===== src/rtl/act_tx_pkg.sv =====
// Package: shared types and decode helpers for the asynchronous character
// transmitter. Assumes a maximum clock multiplier of 64.
package act_tx_pkg;

    localparam int MAX_MULT = 64;
    localparam int CNT_W    = $clog2(2 * MAX_MULT);

    typedef enum logic [2:0] {
        ST_IDLE,
        ST_HOLD,
        ST_START,
        ST_DATA,
        ST_PARITY,
        ST_STOP
    } tx_state_e;

    typedef struct packed {
        logic       par_en;
        logic       par_even;
        logic [1:0] stop_sel;
        logic [1:0] clk_mode;
        logic [1:0] char_len;
        logic       auto_en;
    } tx_cfg_t;

    // Number of data bits for a length code.
    function automatic int unsigned char_bits(input logic [1:0] code);
        case (code)
            2'b00:   return 5;
            2'b01:   return 7;
            2'b10:   return 6;
            default: return 8;
        endcase
    endfunction

    // Clocks per bit for a clock-mode code.
    function automatic int unsigned clk_mult(input logic [1:0] code);
        case (code)
            2'b00:   return 1;
            2'b01:   return 16;
            2'b10:   return 32;
            default: return 64;
        endcase
    endfunction

endpackage


===== src/rtl/tx_bit_timer.sv =====
// Module: tx_bit_timer
// Down-counter that measures one bit or stop period. A load writes the period
// length minus one; last_o is high in the final clock of the period.
// Assumes the controller reloads it on every state entry.
module tx_bit_timer #(
    parameter int CNT_W = 7
) (
    input  logic             clk,
    input  logic             rst_n,
    input  logic             load_i,
    input  logic [CNT_W-1:0] len_m1_i,
    output logic             last_o
);
    logic [CNT_W-1:0] cnt_q;

    // Load the period or count down to zero and rest there.
    always_ff @(posedge clk) begin
        if (!rst_n) begin
            cnt_q <= '0;
        end else if (load_i) begin
            cnt_q <= len_m1_i;
        end else if (cnt_q != '0) begin
            cnt_q <= cnt_q - 1'b1;
        end
    end

    assign last_o = (cnt_q == '0);

endmodule


===== src/rtl/tx_parity_gen.sv =====
// Module: tx_parity_gen
// Parity of the captured character over the selected number of data bits.
// Assumes the data and settings are stable for the whole character.
module tx_parity_gen #(
    parameter int DATA_W = 8
) (
    input  logic [DATA_W-1:0] data_i,
    input  logic [1:0]        char_len_i,
    input  logic              even_i,
    output logic              par_o
);
    import act_tx_pkg::*;

    localparam int LEN_W = $clog2(DATA_W + 1);

    logic [LEN_W-1:0]  nbits;
    logic [DATA_W-1:0] keep;

    assign nbits = LEN_W'(char_bits(char_len_i));

    // One mask bit per data position: set when the position is inside the character.
    for (genvar i = 0; i < DATA_W; i++) begin : g_mask
        assign keep[i] = (LEN_W'(i) < nbits);
    end

    // Even sense: the bit equals the XOR of the data; odd sense: its inverse.
    always_comb begin
        par_o = ^(data_i & keep);
        if (!even_i) begin
            par_o = ~par_o;
        end
    end

endmodule


===== src/rtl/tx_frame_fsm.sv =====
// Module: tx_frame_fsm
// Frame sequencer: accepts a character, optionally waits for clear-to-send,
// then steps through start, data, parity and stop, drawing each period from
// the bit timer. Assumes cts_n_i is already synchronous to clk.
module tx_frame_fsm #(
    parameter int DATA_W = 8,
    parameter int CNT_W  = 7
) (
    input  logic                 clk,
    input  logic                 rst_n,
    input  logic                 load_i,
    input  logic [DATA_W-1:0]    data_i,
    input  act_tx_pkg::tx_cfg_t  cfg_i,
    input  logic                 cts_n_i,
    input  logic                 tmr_last_i,
    input  logic                 par_bit_i,
    output logic                 tmr_load_o,
    output logic [CNT_W-1:0]     tmr_len_m1_o,
    output act_tx_pkg::tx_cfg_t  cfg_q_o,
    output logic [DATA_W-1:0]    data_q_o,
    output logic                 ready_o,
    output logic                 txd_o
);
    import act_tx_pkg::*;

    localparam int BIT_W = $clog2(DATA_W + 1);

    tx_state_e        state_q, state_d;
    tx_cfg_t          cfg_q;
    logic [DATA_W-1:0] shift_q;
    logic [DATA_W-1:0] data_q;
    logic [BIT_W-1:0] bit_q;
    logic             accept;
    logic             go_now;
    logic             go_held;
    logic [CNT_W-1:0] bit_m1_new;
    logic [CNT_W-1:0] bit_m1;
    logic [CNT_W-1:0] stop_m1;
    logic [BIT_W-1:0] last_bit;

    assign accept   = load_i && (state_q == ST_IDLE);
    assign go_now   = !cfg_i.auto_en || !cts_n_i;
    assign go_held  = !cfg_q.auto_en || !cts_n_i;
    assign last_bit = BIT_W'(char_bits(cfg_q.char_len) - 1);

    // Bit period lengths for the incoming and the captured settings.
    always_comb begin
        bit_m1_new = CNT_W'(clk_mult(cfg_i.clk_mode) - 1);
        bit_m1     = CNT_W'(clk_mult(cfg_q.clk_mode) - 1);
    end

    // Stop period length from the captured stop code and clock mode.
    always_comb begin
        case (cfg_q.stop_sel)
            2'b10: begin
                if (cfg_q.clk_mode == 2'b00) begin
                    stop_m1 = CNT_W'(1);
                end else begin
                    stop_m1 = CNT_W'((3 * clk_mult(cfg_q.clk_mode)) / 2 - 1);
                end
            end
            2'b11:   stop_m1 = CNT_W'(2 * clk_mult(cfg_q.clk_mode) - 1);
            default: stop_m1 = bit_m1;
        endcase
    end

    // Next state and timer reload decisions.
    always_comb begin
        state_d      = state_q;
        tmr_load_o   = 1'b0;
        tmr_len_m1_o = bit_m1;
        case (state_q)
            ST_IDLE: begin
                if (accept) begin
                    state_d      = go_now ? ST_START : ST_HOLD;
                    tmr_load_o   = 1'b1;
                    tmr_len_m1_o = bit_m1_new;
                end
            end
            ST_HOLD: begin
                if (go_held) begin
                    state_d    = ST_START;
                    tmr_load_o = 1'b1;
                end
            end
            ST_START: begin
                if (tmr_last_i) begin
                    state_d    = ST_DATA;
                    tmr_load_o = 1'b1;
                end
            end
            ST_DATA: begin
                if (tmr_last_i) begin
                    tmr_load_o = 1'b1;
                    if (bit_q != last_bit) begin
                        state_d = ST_DATA;
                    end else if (cfg_q.par_en) begin
                        state_d = ST_PARITY;
                    end else begin
                        state_d      = ST_STOP;
                        tmr_len_m1_o = stop_m1;
                    end
                end
            end
            ST_PARITY: begin
                if (tmr_last_i) begin
                    state_d      = ST_STOP;
                    tmr_load_o   = 1'b1;
                    tmr_len_m1_o = stop_m1;
                end
            end
            ST_STOP: begin
                if (tmr_last_i) begin
                    state_d = ST_IDLE;
                end
            end
            default: state_d = ST_IDLE;
        endcase
    end

    // State register.
    always_ff @(posedge clk) begin
        if (!rst_n) begin
            state_q <= ST_IDLE;
        end else begin
            state_q <= state_d;
        end
    end

    // Capture the character and settings at acceptance; shift during data.
    always_ff @(posedge clk) begin
        if (!rst_n) begin
            cfg_q   <= '0;
            data_q  <= '0;
            shift_q <= '0;
            bit_q   <= '0;
        end else if (accept) begin
            cfg_q   <= cfg_i;
            data_q  <= data_i;
            shift_q <= data_i;
            bit_q   <= '0;
        end else if (state_q == ST_DATA && tmr_last_i) begin
            shift_q <= shift_q >> 1;
            bit_q   <= bit_q + 1'b1;
        end
    end

    // Line level for each state.
    always_comb begin
        case (state_q)
            ST_START:  txd_o = 1'b0;
            ST_DATA:   txd_o = shift_q[0];
            ST_PARITY: txd_o = par_bit_i;
            default:   txd_o = 1'b1;
        endcase
    end

    assign ready_o  = (state_q == ST_IDLE);
    assign cfg_q_o  = cfg_q;
    assign data_q_o = data_q;

    // a gated character stays held while clear-to-send is inactive.
    p_hold_while_cts_r10: assert property (@(posedge clk) disable iff (!rst_n)
        (state_q == ST_HOLD && cfg_q.auto_en && cts_n_i) |=> (state_q == ST_HOLD));

    // an active bit state is left only when its timer expires.
    p_no_early_exit_r8: assert property (@(posedge clk) disable iff (!rst_n)
        (state_q inside {ST_START, ST_PARITY, ST_STOP} && !tmr_last_i)
        |=> (state_q == $past(state_q)));

    // captured settings change only on an accepted load.
    p_cfg_frozen_r12: assert property (@(posedge clk) disable iff (!rst_n)
        !accept |=> ($stable(cfg_q) && $stable(data_q)));

    // the line is high throughout the stop period.
    p_stop_high_r7: assert property (@(posedge clk) disable iff (!rst_n)
        (state_q == ST_STOP) |-> txd_o);

endmodule


===== src/rtl/act_char_tx.sv =====
// Module: act_char_tx
// Top of the configurable asynchronous character transmitter: joins the frame
// sequencer, the bit timer and the parity generator. Assumes all inputs are
// synchronous to clk.
module act_char_tx #(
    parameter int DATA_W = 8
) (
    input  logic              clk,
    input  logic              rst_n,
    input  logic              load_i,
    input  logic [DATA_W-1:0] data_i,
    output logic              ready_o,
    input  logic              par_en_i,
    input  logic              par_even_i,
    input  logic [1:0]        stop_sel_i,
    input  logic [1:0]        clk_mode_i,
    input  logic [1:0]        char_len_i,
    input  logic              auto_en_i,
    input  logic              cts_n_i,
    output logic              txd_o
);
    import act_tx_pkg::*;

    tx_cfg_t           cfg_in;
    tx_cfg_t           cfg_q;
    logic [DATA_W-1:0] data_q;
    logic              tmr_load;
    logic [CNT_W-1:0]  tmr_len_m1;
    logic              tmr_last;
    logic              par_bit;

    // Gather the setting inputs into one word.
    always_comb begin
        cfg_in.par_en   = par_en_i;
        cfg_in.par_even = par_even_i;
        cfg_in.stop_sel = stop_sel_i;
        cfg_in.clk_mode = clk_mode_i;
        cfg_in.char_len = char_len_i;
        cfg_in.auto_en  = auto_en_i;
    end

    tx_frame_fsm #(.DATA_W(DATA_W), .CNT_W(CNT_W)) u_fsm (
        .clk          (clk),
        .rst_n        (rst_n),
        .load_i       (load_i),
        .data_i       (data_i),
        .cfg_i        (cfg_in),
        .cts_n_i      (cts_n_i),
        .tmr_last_i   (tmr_last),
        .par_bit_i    (par_bit),
        .tmr_load_o   (tmr_load),
        .tmr_len_m1_o (tmr_len_m1),
        .cfg_q_o      (cfg_q),
        .data_q_o     (data_q),
        .ready_o      (ready_o),
        .txd_o        (txd_o)
    );

    tx_bit_timer #(.CNT_W(CNT_W)) u_timer (
        .clk      (clk),
        .rst_n    (rst_n),
        .load_i   (tmr_load),
        .len_m1_i (tmr_len_m1),
        .last_o   (tmr_last)
    );

    tx_parity_gen #(.DATA_W(DATA_W)) u_parity (
        .data_i     (data_q),
        .char_len_i (cfg_q.char_len),
        .even_i     (cfg_q.par_even),
        .par_o      (par_bit)
    );

    // whenever the block is ready the line idles high.
    p_ready_line_high_r1: assert property (@(posedge clk) disable iff (!rst_n)
        ready_o |-> txd_o);

    // an accepted load drops ready on the next cycle.
    p_ready_drop_r2: assert property (@(posedge clk) disable iff (!rst_n)
        (load_i && ready_o) |=> !ready_o);

    // an ungated accepted load starts the low start bit at once.
    p_start_follows_r3: assert property (@(posedge clk) disable iff (!rst_n)
        (load_i && ready_o && (!auto_en_i || !cts_n_i)) |=> !txd_o);

endmodule


===== config.mk =====
export PLATFORM = sky130hd
export DESIGN_NAME = act_char_tx
export DESIGN_NICKNAME = d
export VERILOG_FILES = /design/src/rtl/act_tx_pkg.sv /design/src/rtl/tx_bit_timer.sv /design/src/rtl/tx_parity_gen.sv /design/src/rtl/tx_frame_fsm.sv /design/src/rtl/act_char_tx.sv
export SDC_FILE = /design/constraint.sdc
export NUM_CORES = 1
export LEC_CHECK = 0
export BUFFER_PORTS_ARGS = -buffer_cell sky130_fd_sc_hd__buf_2
export CAP_MARGIN = 20
export CORE_AREA = 3 3 100 102
export CTS_BUF_LIST = sky130_fd_sc_hd__clkbuf_4 sky130_fd_sc_hd__clkbuf_8
export DETAILED_ROUTE_END_ITERATION = 10
export DIE_AREA = 0 0 103 105
export PLACE_DENSITY = 0.43
export SLEW_MARGIN = 10
export SYNTH_ARGS = -nofsm -noshare
export SYNTH_HDL_FRONTEND = slang
export SYNTH_SLANG_ARGS = --single-unit

===== constraint.sdc =====
create_clock -name clk -period 2.7 [get_ports clk]
set_input_delay 0.27 -clock clk [delete_from_list [all_inputs] [get_ports clk]]
set_output_delay 0.27 -clock clk [all_outputs]
set_load 0.02 [all_outputs]

# After elaboration in Yosys (flattened, before gate mapping)
# Cells that the tools add are included.
word_totals:
  elab_cells: 104
  ff_bits: 39
op_classes:
  reduce_logical: 19
  n_mul: 1
  order_cmp: 8
  bitwise_logic: 3
  n_addsub: 7
  mux: 35
  eq_ne: 20
op_table:
  columns: ["op", "n"]
  rows:
  - ["32-bit 2-to-1 mux", 2]
  - ["7-bit one-hot mux with 3 select lines", 3]
  - ["7-bit 2-to-1 mux", 8]
  - ["7-bit by 1-bit subtractor with 7-bit output, second input constant", 5]
  - ["2-bit by 32-bit multiplier with 8-bit output, first input constant", 1]
  - ["7-bit one-hot mux with 2 select lines", 2]
  - ["3-bit 2-to-1 mux", 7]
  - ["3-bit one-hot mux with 6 select lines", 1]
  - ["3-bit by 4-bit < comparator with 1-bit output, first input constant", 4]
  - ["8-bit 2-to-1 mux", 2]
  - ["2-bit by 1-bit != test with 1-bit output, second input constant", 6]
  - ["4-bit one-hot mux with 3 select lines", 1]
  - ["2-bit == test, second input constant", 5]
  - ["8-bit AND", 1]
  - ["1-bit by 4-bit < comparator with 1-bit output, first input constant", 2]
  - ["2-bit by 4-bit < comparator with 1-bit output, first input constant", 2]
  - ["8-bit parity", 1]
  - ["7-bit zero test", 1]
  - ["7-bit nonzero test", 1]
  - ["2-bit by 1-bit == test with 1-bit output, second input constant", 3]
  - ["3-bit by 2-bit == test with 1-bit output, second input constant", 2]
  - ["3-bit == test, second input constant", 2]
  - ["2-bit zero test", 3]
  - ["6-bit 2-to-1 mux", 1]
  - ["other kinds (16)", 27]

# Logic depth before layout (Yosys ltp)
logic_depth:
  ltp_word: 13
  mapped_depth: 9
  mapped_depth_nobuf: 8

# Cells and area by module
# A second synthesis with hierarchy kept.
hier_totals:
  hier_cells: 288
  area_unflattened_um2: 2272.2
by_module_without_submodules:
  columns: ["mod", "instances", "cells_per_inst", "area_each_um2"]
  rows:
  - ["tx_frame_fsm", 1, 234, 1767.9]
  - ["tx_bit_timer", 1, 44, 411.6]
  - ["tx_parity_gen", 1, 10, 92.6]

# Worst setup path after synthesis
# Ideal clock, no wire load.
synth_path:
  path_type: "register to register"
  startpoint: "register u_fsm.state_q[0]"
  endpoint: "register u_fsm.data_q[1], in the netlist u_fsm.data_q_o[1]"
  slack_ps: 797
  required_time_ps: 2630
  arrival_time_ps: 1833
  n_path_buf: 3
  setup_ps: 70
  path_stages_with_launch: 8
  cell_sequence: "dfxtp_1 > clkbuf_1 > nor3_1 > and2_1 > buf_2 > buf_2 > nand2_1 > a21oi_1"
synth_between:
  elab_chain_len: 2
synth_lines:
  columns: ["element", "line", "rtl"]
  rows:
  - ["from (decl)", "tx_frame_fsm.sv:28", "tx_state_e state_q, state_d;"]
  - ["from (signal assigned)", "tx_frame_fsm.sv:126", "state_q <= state_d;"]
  - ["3-bit zero test", null, null]
  - ["named net ready_o", "act_char_tx.sv:12", "output logic ready_o,"]
  - ["1-bit logical AND", "tx_frame_fsm.sv:41", "assign accept = load_i && (state_q == ST_IDLE);"]
  - ["to (signal assigned)", "tx_frame_fsm.sv:139", "data_q <= data_i;"]
  - ["to (decl)", "tx_frame_fsm.sv:31", "logic [DATA_W-1:0] data_q;"]
# The timed path passes the listed nets, and every way through them passes these cells.
# A chain may end at the register's enable or synchronous reset.

# Worst setup path in the final report
layout_path:
  startpoint: "register u_fsm.state_q[1]"
  endpoint: "register u_timer.cnt_q[3]"
layout_between:
  elab_chain_len: 5
layout_lines:
  columns: ["element", "line", "rtl"]
  rows:
  - ["3-bit zero test", "tx_frame_fsm.sv:41, tx_frame_fsm.sv:72", null]
  - ["1-bit logical AND", "tx_frame_fsm.sv:41", null]
  - ["7-bit 2-to-1 mux / 1-bit 2-to-1 mux (equally long branches)", "tx_frame_fsm.sv:74", "if (accept) begin"]
  - ["7-bit one-hot mux with 3 select lines / 1-bit one-hot mux with 3 select lines (equally long branches)", "tx_frame_fsm.sv:72", "case (state_q)"]
  - ["7-bit 2-to-1 mux / 2-bit nonzero test (equally long branches)", null, null]
  - ["to (signal assigned)", "tx_bit_timer.sv:21", "cnt_q <= len_m1_i;"]
  - ["to (signal assigned)", "tx_bit_timer.sv:23", "cnt_q <= cnt_q - 1'b1;"]
  - ["to (decl)", "tx_bit_timer.sv:14", "logic [CNT_W-1:0] cnt_q;"]
# Several ways; a longest one is shown, not always the timed one.

==> results.yml <==
placement:
  dp_hpwl_mm: 4.66
  dpl_worst_slack_ps: 520
  portBuffers: 22
  place_inst: 416
  finalWeightedCongestion: 0.899
drt:
  drc: 0
  drt_first_iter_violations: 93
  avgViaCountPerCell: 4.94
  routed_wl_mm: 6.14
  dr.pass1.iters: 4
  via_count: 2095
  ant_nets: 0
  wl_per_cell_um: 14.5
clock_network:
  clockRootBuffer: "clkbuf_8"
  cts_resized: 0
  cts.path.max_buffers: 2
  holdBufCountCts: 0
  clk_pin_slew_worst_paths_ps: 80
  cts_setup_buffers: 0
  cts-buffers-inserted: 5
  clkLatencyLatePin_ps: 290
  cts_tree: "built"
  h-tree-depth: 2
  cts_sinks: 39
die:
  initial_core_util_pct: 24.6
  die_w_um: 103
  die_h_um: 105
  rows: 35
  die_area_mm2: 0.0108
  fp.coreArea_mm2: 0.00920
  pin_count: 23
critical_path:
  startpoint_type: "register"
  required_ps: 2920
  crit_start: "u_fsm.state_q[1]"
  path_cells: "nand3b_1 > o41ai_2 > nand3_2 > or3b_1 > a31oi_1"
  cp.arrival_ps: 2450
  slowest_stage: "dfxtp_1"
  rr_endpoint: "u_timer.cnt_q[3]"
  reg2reg_depth: 5
  crit_path_end_kind: "register"
  path_class: "reg -> reg"
  crit_family: "simple AND/OR/NAND/NOR gates"
  critical_path.max_stage_delay_ps: 650
  cp_max_fo: 16
  ff2ff_setup_slack_ps: 470
  cp_num_buf_inv: 0
  r2r-start: "u_fsm.state_q[1]"
synth:
  synth_fp_nets: 318
  synth-seq-area-share_pct: 34.5
  synthCells: 293
  synth-seq-cells: 39
  synth_edf_count: 0
  synth_cell_type_count: 51
  yosysMostFrequentCell: "nand2_1"
  synth_area_leader_cell: "dfxtp_1"
  synthTopCellsByCount: "nand2_1, a21oi_1, dfxtp_1"
  synth_flop_cell: "dfxtp_1"
  synthArstFlopShare_pct: 0
  yosys_warnings: 0
  synth_area_mm2: 0.00226
  synth.top_cell.area_share_pct: 34.5
  synth_area_leaders: "dfxtp_1, nand2_1, a21oi_1"
  synth.avg_cell_area_um2: 7.72
sta:
  rsz0062_at_grt: "no"
  slew-limit-headroom_pct: 63.0
  holdWs_ps: 207
  tns_ps: 0
  worst_slew_pin_slew_ps: 555
  max_clock_freq_ghz: 0.448
  slew_violations: 0
  min_period_ps: 2230
  setup_violations: 0
  fin_crit_sh_pct: 82.6
  worst_slack_ps: 469
  finClkSkew_ps: 5.55
  hold_viol: 0
cells_and_area:
  fin_nets: 337
  utilization_pct: 28.5
  layout-drive-gt1-share_pct: 15.7
  stdcell_count: 424
  area_delta_synth_final_pct: 15.6
  num_antenna_cells: 0
run_status:
  status: "completed"
grt:
  use_met1_pct: 16.5
  busiest_layer: "met2"
  use_met2_pct: 18.1
  grt.total_usage_pct: 12.0
  grt_pass1_wl_mm: 10.3
  antenna_found_initial: 0
  grt_pass1_vias: 2060
  met3_usage_pct: 3.14
  grt_max_degree: 17
  grt.overflow.total: 0
flow_run:
  drv_cap: 0
power_and_ir_drop:
  powerDensity_mw_per_mm2: 976
  vdd_ir_drop_max_mv: 0.268
  leakagePower_nw: 1.00
min_path:
  holdCritStartpoint: "char_len_i[0]"
  hold_end: "u_fsm.cfg_q_o[1]"
  hold_class: "in -> reg"
  holdPathStages: 3
how the worst max path moves through the flow:
stage	slack, ps	endpoint	depth (start not counted)
5_1_grt	320	u_timer.cnt_q[3]	5
4_1_cts	500	u_timer.cnt_q[3]	5
3_3_place_gp	440	u_timer.cnt_q[3]	5
6_report	470	u_timer.cnt_q[3]	5
3_5_place_dp	520	u_timer.cnt_q[3]	5
2_1_floorplan	800	u_fsm.data_q_o[1]	7
tightest hold or removal path: cells and delay by family:
family / cells / cell delay (ps)
compound gates: 1 / 50
buf+inv: 1 / 100
simple gates: 1 / 40
power by group:
group / switching, mW / leakage (nW) / internal [mW]
Sequential: 0.154 / 0.320 / 0.698
Clock: 0.226 / 0.0618 / 0.304
Combinational: 0.680 / 0.622 / 0.492
Total: 1.06 / 1.00 / 1.49
routing by layer:
layer  share of wire, %  vias to the layer above
met1                 47                      954
met2                 46                       54
li1                   -                     1076
met5                  0                        -
met3                5.6                       11
met4                1.7                        0
state kept, by name, indices dropped and copies added (netlist names):
register,flops
u_fsm.bit_q,4
u_timer.cnt_q,7
u_fsm.shift_q,8
u_fsm.data_q_o,8
u_fsm.cfg_q_o,9
u_fsm.state_q,3
final cells by class:
cell class / count / area, um^2
flip-flops and latches: 39 / 781
inverters: 6 / 22.5
repair buffers: 30 / 170
clock buffers: 6 / 82.6
multi-input cells: 230 / 1380
clock inverters: 2 / 38.8
well taps: 111 / 139
fillers: 1024 / 6580
per-stage QoR:
stage	power, mW	instance area [um^2]
floorplan	1.73	2260
global placement	2.06	2500
detailed placement	2.04	2500
CTS	2.58	2620
global route	2.77	2620
finish	2.56	2620
layout by cell type (no fill, tap or decap), types with 4 or more instances in the layout:
| cell type | synthesis | routed |
|---|---|---|
| ha_1 | 4 | 4 |
| inv_1 | 6 | 6 |
| xor2_1 | 8 | 8 |
| a21oi_1 | 40 | 40 |
| clkbuf_8 | 0 | 6 |
| buf_2 | 4 | 22 |
| mux2_2 | 7 | 7 |
| or3_1 | 4 | 4 |
| o21ai_0 | 14 | 14 |
| xnor2_1 | 6 | 6 |
| nor3_1 | 8 | 8 |
| nor2b_1 | 4 | 4 |
| nand3b_1 | 4 | 4 |
| nor2_1 | 16 | 16 |
| nand2_1 | 55 | 55 |
| dfxtp_1 | 39 | 39 |
| a31oi_1 | 7 | 7 |
| nand3_1 | 7 | 7 |
| buf_4 | 1 | 8 |
kinds of logic after synthesis:
group,after synthesis,synth area share (%)
buffers and inverters,24,4.37
AND/OR/NAND/NOR,120,26.7
flip-flops,39,34.5
adder cells (fa/ha/maj),5,2.65
XOR/XNOR,14,5.42
multiplexers,9,4.37
AO/OA/AOI/OAI,82,22.0
Power figures use the tool's default switching activity.
